<file path="src/rtl/sfu_pkg.sv">
package sfu_pkg;
  typedef enum logic [2:0] {
    OP_ADD  = 3'd0,
    OP_SUB  = 3'd1,
    OP_CMP  = 3'd2,
    OP_RLC  = 3'd3,
    OP_RRC  = 3'd4,
    OP_LOG  = 3'd5,
    OP_MOV  = 3'd6,
    OP_NONE = 3'd7
  } alu_op_e;

  localparam int unsigned NFLAG = 3;   // carry, digit carry, zero
  localparam int unsigned B_C   = 0;
  localparam int unsigned B_DC  = 1;
  localparam int unsigned B_Z   = 2;
  localparam int unsigned B_PD  = 3;
  localparam int unsigned B_TO  = 4;
  localparam int unsigned B_PG  = 5;   // lowest page bit
  localparam int unsigned NPAGE = 3;
endpackage

</file>
<file path="src/rtl/sfu_flag_calc.sv">
module sfu_flag_calc
  import sfu_pkg::*;
#(
  parameter int unsigned DW = 8
) (
  input  alu_op_e           op,
  input  logic [DW-1:0]     a,
  input  logic [DW-1:0]     b,
  input  logic [DW-1:0]     res,
  output logic [NFLAG-1:0]  nx,
  output logic [NFLAG-1:0]  upd
);
  localparam int unsigned NIB = DW / 2;

  logic [DW:0]  full_sum;
  logic [NIB:0] nib_sum;

  assign full_sum = {1'b0, a} + {1'b0, b};
  assign nib_sum  = {1'b0, a[NIB-1:0]} + {1'b0, b[NIB-1:0]};

  always_comb begin
    nx       = '0;
    upd      = '0;
    nx[B_Z]  = (res == '0);
    unique case (op)
      OP_ADD: begin
        nx[B_C]  = full_sum[DW];
        nx[B_DC] = nib_sum[NIB];
        upd      = '1;
      end
      OP_SUB, OP_CMP: begin
        nx[B_C]  = (a >= b);
        nx[B_DC] = (a[NIB-1:0] >= b[NIB-1:0]);
        upd      = '1;
      end
      OP_RLC: begin
        nx[B_C]  = a[DW-1];
        upd[B_C] = 1'b1;
      end
      OP_RRC: begin
        nx[B_C]  = a[0];
        upd[B_C] = 1'b1;
      end
      OP_LOG, OP_MOV: upd[B_Z] = 1'b1;
      OP_NONE: upd = '0;
      default: upd = '0;
    endcase
  end
endmodule

</file>
<file path="src/rtl/sfu_pwr_flags.sv">
module sfu_pwr_flags (
  input  logic clk,
  input  logic rst_n,
  input  logic wdt_clr,
  input  logic sleep,
  input  logic wdt_tmo,
  output logic pd_q,
  output logic to_q
);
  always_ff @(posedge clk or negedge rst_n) begin
    if (!rst_n) begin
      pd_q <= 1'b1;
      to_q <= 1'b1;
    end else begin
      if (wdt_clr)    pd_q <= 1'b1;
      else if (sleep) pd_q <= 1'b0;
      if (wdt_tmo)      to_q <= 1'b0;
      else if (wdt_clr) to_q <= 1'b1;
    end
  end

  p_wdt_sets_pd_r7: assert property (@(posedge clk) disable iff (!rst_n)
    wdt_clr |=> pd_q);
  p_sleep_clears_pd_r7: assert property (@(posedge clk) disable iff (!rst_n)
    (sleep && !wdt_clr) |=> !pd_q);
  p_tmo_clears_to_r8: assert property (@(posedge clk) disable iff (!rst_n)
    wdt_tmo |=> !to_q);
  p_clr_sets_to_r8: assert property (@(posedge clk) disable iff (!rst_n)
    (wdt_clr && !wdt_tmo) |=> to_q);
endmodule

</file>
<file path="src/rtl/stat_flag_unit.sv">
module stat_flag_unit
  import sfu_pkg::*;
#(
  parameter int unsigned DW = 8
) (
  input  logic          clk,
  input  logic          rst_n,
  input  logic [2:0]    op_i,
  input  logic [DW-1:0] opa_i,
  input  logic [DW-1:0] opb_i,
  input  logic [DW-1:0] res_i,
  input  logic          flag_we_i,
  input  logic          wdt_clr_i,
  input  logic          sleep_i,
  input  logic          wdt_tmo_i,
  input  logic          sw_we_i,
  input  logic [7:0]    sw_wdata_i,
  output logic [7:0]    stat_o
);
  localparam int unsigned NIB = DW / 2;

  alu_op_e             op;
  logic [NFLAG-1:0]    f_nx, f_upd, f_q;
  logic [NPAGE-1:0]    pg_q;
  logic                pd_q, to_q;

  assign op = alu_op_e'(op_i);

  sfu_flag_calc #(.DW(DW)) u_calc (
    .op  (op),
    .a   (opa_i),
    .b   (opb_i),
    .res (res_i),
    .nx  (f_nx),
    .upd (f_upd)
  );

  sfu_pwr_flags u_pwr (
    .clk     (clk),
    .rst_n   (rst_n),
    .wdt_clr (wdt_clr_i),
    .sleep   (sleep_i),
    .wdt_tmo (wdt_tmo_i),
    .pd_q    (pd_q),
    .to_q    (to_q)
  );

  // Per-flag merge: ALU update beats software write, which beats hold.
  for (genvar i = 0; i < NFLAG; i++) begin : g_flag
    always_ff @(posedge clk or negedge rst_n) begin
      if (!rst_n)                       f_q[i] <= 1'b0;
      else if (flag_we_i && f_upd[i])   f_q[i] <= f_nx[i];
      else if (sw_we_i)                 f_q[i] <= sw_wdata_i[i];
    end
  end

  always_ff @(posedge clk or negedge rst_n) begin
    if (!rst_n)       pg_q <= '0;
    else if (sw_we_i) pg_q <= sw_wdata_i[B_PG +: NPAGE];
  end

  assign stat_o = {pg_q, to_q, pd_q, f_q};

  p_add_carry_r2: assert property (@(posedge clk) disable iff (!rst_n)
    (flag_we_i && op == OP_ADD) |=>
      stat_o[B_C] == $past(({1'b0, opa_i} + {1'b0, opb_i}) >> DW));
  p_add_dcarry_r2: assert property (@(posedge clk) disable iff (!rst_n)
    (flag_we_i && op == OP_ADD) |=>
      stat_o[B_DC] == $past(({1'b0, opa_i[NIB-1:0]} + {1'b0, opb_i[NIB-1:0]}) >> NIB));
  p_sub_borrow_r3: assert property (@(posedge clk) disable iff (!rst_n)
    (flag_we_i && (op == OP_SUB || op == OP_CMP)) |=>
      stat_o[B_C] == $past(opa_i >= opb_i));
  p_rot_carry_r4: assert property (@(posedge clk) disable iff (!rst_n)
    (flag_we_i && (op == OP_RLC || op == OP_RRC)) |=>
      stat_o[B_C] == $past(op == OP_RLC ? opa_i[DW-1] : opa_i[0]));
  p_rot_keeps_z_r4: assert property (@(posedge clk) disable iff (!rst_n)
    (flag_we_i && !sw_we_i && (op == OP_RLC || op == OP_RRC)) |=>
      stat_o[B_Z] == $past(stat_o[B_Z]));
  p_zero_r5: assert property (@(posedge clk) disable iff (!rst_n)
    (flag_we_i && op != OP_RLC && op != OP_RRC && op != OP_NONE) |=>
      stat_o[B_Z] == $past(res_i == '0));
  p_logic_keeps_c_r6: assert property (@(posedge clk) disable iff (!rst_n)
    (flag_we_i && !sw_we_i && (op == OP_LOG || op == OP_MOV)) |=>
      stat_o[1:0] == $past(stat_o[1:0]));
  p_ro_ignored_r9: assert property (@(posedge clk) disable iff (!rst_n)
    (sw_we_i && !wdt_clr_i && !sleep_i && !wdt_tmo_i &&
     sw_wdata_i[4:3] != stat_o[4:3]) |=> stat_o[4:3] == $past(stat_o[4:3]));
  p_page_write_r9: assert property (@(posedge clk) disable iff (!rst_n)
    sw_we_i |=> stat_o[7:5] == $past(sw_wdata_i[7:5]));
  p_alu_wins_r10: assert property (@(posedge clk) disable iff (!rst_n)
    (sw_we_i && flag_we_i && op == OP_ADD) |=>
      stat_o[B_Z] == $past(res_i == '0));
  p_idle_hold_r11: assert property (@(posedge clk) disable iff (!rst_n)
    (!flag_we_i && !sw_we_i) |=>
      {stat_o[7:5], stat_o[2:0]} == $past({stat_o[7:5], stat_o[2:0]}));
endmodule

</file>
<file path="config.mk">
export PLATFORM = sky130hd
export DESIGN_NAME = stat_flag_unit
export DESIGN_NICKNAME = d
export VERILOG_FILES = /design/src/rtl/sfu_pkg.sv /design/src/rtl/sfu_flag_calc.sv /design/src/rtl/sfu_pwr_flags.sv /design/src/rtl/stat_flag_unit.sv
export SDC_FILE = /design/constraint.sdc
export NUM_CORES = 1
export LEC_CHECK = 0
export BUFFER_PORTS_ARGS = -buffer_cell sky130_fd_sc_hd__clkbuf_2
export CAP_MARGIN = 10
export CORE_UTILIZATION = 46
export CTS_CLUSTER_DIAMETER = 50
export CTS_CLUSTER_SIZE = 28
export DETAILED_ROUTE_END_ITERATION = 10
export GPL_ROUTABILITY_DRIVEN = 0
export PLACE_DENSITY = 0.84
export SLEW_MARGIN = 10
export SYNTH_ARGS = -nofsm -noshare
export SYNTH_HDL_FRONTEND = slang
export SYNTH_HIERARCHICAL = 1
export SYNTH_SLANG_ARGS = --single-unit
</file>
<file path="constraint.sdc">
create_clock -name clk -period 1.4 [get_ports clk]
set_input_delay 0.14 -clock clk [delete_from_list [all_inputs] [get_ports clk]]
set_output_delay 0.14 -clock clk [all_outputs]
set_load 0.02 [all_outputs]
</file>
==> flow_metrics.tcl <==
set metrics [dict create \
    clock-sinks 8 \
    path_class "primary input to flop" \
    placed_cell_area_sq_um 1170 \
    fmax_mhz 746 \
    drt-total-wl_mm 1.73 \
    die_area_sq_um 2010 \
    grt-ovfl-total 0 \
    viasPerCell 4.85 \
    grt_usage_pct 18.8 \
    cts.repair.resized 0 \
    postSynthCellCount 92 \
    finalInstanceArea_sq_um 1220 \
    start_util_pct 48.9 \
    cts_hold_buf 2 \
    postRouteAntennaNets 0 \
    clk_pin_slew_worst_paths_ns 0.06 \
    min_path_type "primary input to flop" \
    fin_crit_ns 1.34 \
    leakagePower_nw 0.688 \
    wl_per_cell_um 9.75 \
    finClkSkew_ns 0 \
    setup_viol 0 \
    final_common_cell "clkbuf_2" \
    die_w_um 44.9 \
    seqCellArea_sq_um 203 \
    firstDrtPassIters 4 \
    crit_path_top_delay_cell "ha_1" \
    syn_area_sq_um 845 \
    finalCritPeriodShare_pct 95.7 \
    max_slew_margin_pct 77.7 \
    num-fill-cells 144 \
    outcome "finished, final reports clean" \
    htreeDepth 1 \
    p_int_uw 534 \
    ys_types 28 \
    netSwitchingPower_uw 240 \
    critPathMaxStageDelay_ns 0.35 \
    cp-start-kind "primary input" \
    postCtsSetupBuffers 0 \
    area.growth.synth_to_final_pct 44.3 \
    grt_start_max_net_pins 9 \
    synth_fp_nets 150 \
    cts_tree "built" \
    cts_buffer_depth 2 \
    synth-seq-cells 8 \
    cp.required_ns 1.54 \
    synth_top_area_share_pct 23.7 \
    remaining_drc_errors 0 \
    cp_max_fo 5 \
    dp_hpwl_mm 1.54 \
    nNetsFinal 211 \
    clk_latency_ns 0.25 \
    synth_enable_flop_cells 0 \
    multi_input_area_sq_um 583 \
    rsz0062_at_grt "no" \
    critPathBufInv 2 \
    antenna_found_initial 0 \
    powerDensity_nw_per_um2 636 \
    worst_pin_slew_ns 0.331 \
    path_cells "clkbuf_2, inv_1, ha_1, nor2b_1, o21ai_1, nand4_1, a41oi_1, o311ai_1, mux2_4" \
    ys_top_cells_by_area "ha_1, dfrtp_1, mux2_4" \
    drt_iter0_markers 13 \
    ir_worst_vdd_v 0.000272 \
    grt_pass1_vias 783 \
    worstSetupEndpointType "flop" \
    crit_family "compound AO/OA/AOI/OAI gates" \
    slew_viol_final 0 \
    core_sq_um 1730 \
    avgSynthCellArea_sq_um 9.18 \
    layout_common_cells "clkbuf_2, ha_1, inv_1" \
    drive_above_1_share_pct 49.3 \
    root_buffer "clkbuf_4" \
    utilization_pct 70.6 \
    grt_pass1_wl_mm 2.75 \
    crit_arrival_ns 1.48 \
    io_pins 50 \
    maxCapViolCount 0 \
    cts_buffers 3 \
    synth_top_cell_by_area "ha_1" \
    die_y_um 44.9 \
    switching_share_pct 31.0 \
    antenna_cells 0 \
    p_clk_share_pct 24.2 \
    ys_async_sr_fraction_pct 100 \
    ys_seq_area_share_pct 24.0 \
    pwr-share-seq_pct 34.9 \
    synth_ff_type "dfrtp_1" \
    finalHoldViolations 0 \
    comb_power_share_pct 40.9 \
    vias 858 \
    ys_warn_count 6 \
    rows 15 \
    io_buffers 47 \
]
[layer usage]
| layer | up-vias | track usage, % | wire length (um) | share of wire, % |
|---|---|---|---|---|
| met1 | 383 | 18.2 | 644 | 37 |
| met4 | 0 | 8.48 | 31 | 1.8 |
| li1 | 432 | - | - | - |
| met3 | 4 | 4.80 | 110 | 6.4 |
| met2 | 39 | 36.8 | 938 | 54 |
| met5 | - | 0 | 0 | 0 |
[kinds of logic after synthesis]
logic type	Yosys count	synth area share, %
compound gates	17	11.9
simple gates	26	16.3
fa+ha+maj	16	23.7
flops	8	24.0
xor+xnor	1	1.04
mux	9	14.7
buf+inv	15	8.44
[layout make-up]
cell class	instances	area share (%)
multi-input cells	69	47.8
repair buffers	59	27.1
flip-flops and latches	8	16.6
inverters	12	3.70
well taps	25	2.57
clock buffers	4	2.16
[power by group through the flow]
stage / logic [mW] / registers, mW / clock network (mW)
after floorplan: 0.151 / 0.298 / 0
after global placement: 0.301 / 0.272 / 0
after detailed placement: 0.314 / 0.274 / 0
after CTS: 0.320 / 0.271 / 0.194
after global routing: 0.353 / 0.273 / 0.213
final: 0.317 / 0.270 / 0.187
[state kept, by name (all words and copies together), names as in the netlist]
register / flops
u_pwr/pd_q: 1
u_pwr/to_q: 1
stat_o: 3
pg_q: 3
[Yosys cell counts (2+ instances only)]
cell type,instances
buf_4,2
nor2_1,9
o21ai_0,5
dfrtp_1,6
nand2_1,5
ha_1,16
mux2_2,3
or4_1,2
dfstp_2,2
mux2_4,6
inv_1,12
nor2b_1,2
a21oi_1,6
nand4_1,2
[stage by stage]
step / instances / TNS, ns / worst slack, ns / hold WS (ns) / total power, mW
2_1_floorplan: 92 / 0 / 0.0159 / -0.156 / 0.450
5_1_grt: 177 / 0 / 0.0138 / 0.0930 / 0.839
3_3_place_gp: 171 / -0.147 / -0.116 / -0.0146 / 0.573
4_1_cts: 177 / 0 / 0.0818 / 0.0848 / 0.785
3_5_place_dp: 171 / -0.225 / -0.175 / -0.0107 / 0.588
6_report: 177 / 0 / 0.0597 / 0.0950 / 0.775
[path summary, 6_finish.rpt]
path | slack (ns) | end | cells after the start | from
min in group asynchronous | 0.26 | stat_o[1] | 2 | rst_n
max | 0.06 | stat_o[0] | 9 | opb_i[7]
min | 0.09 | u_pwr/pd_q | 2 | wdt_clr_i
min reg2reg | 0.49 | u_pwr/to_q | 2 | u_pwr/to_q
max reg2reg | 0.37 | stat_o[0] | 2 | stat_o[0]
max in group asynchronous | 0.89 | u_pwr/pd_q | 2 | rst_n
No activity file was read; power rests on OpenSTA's default activity.
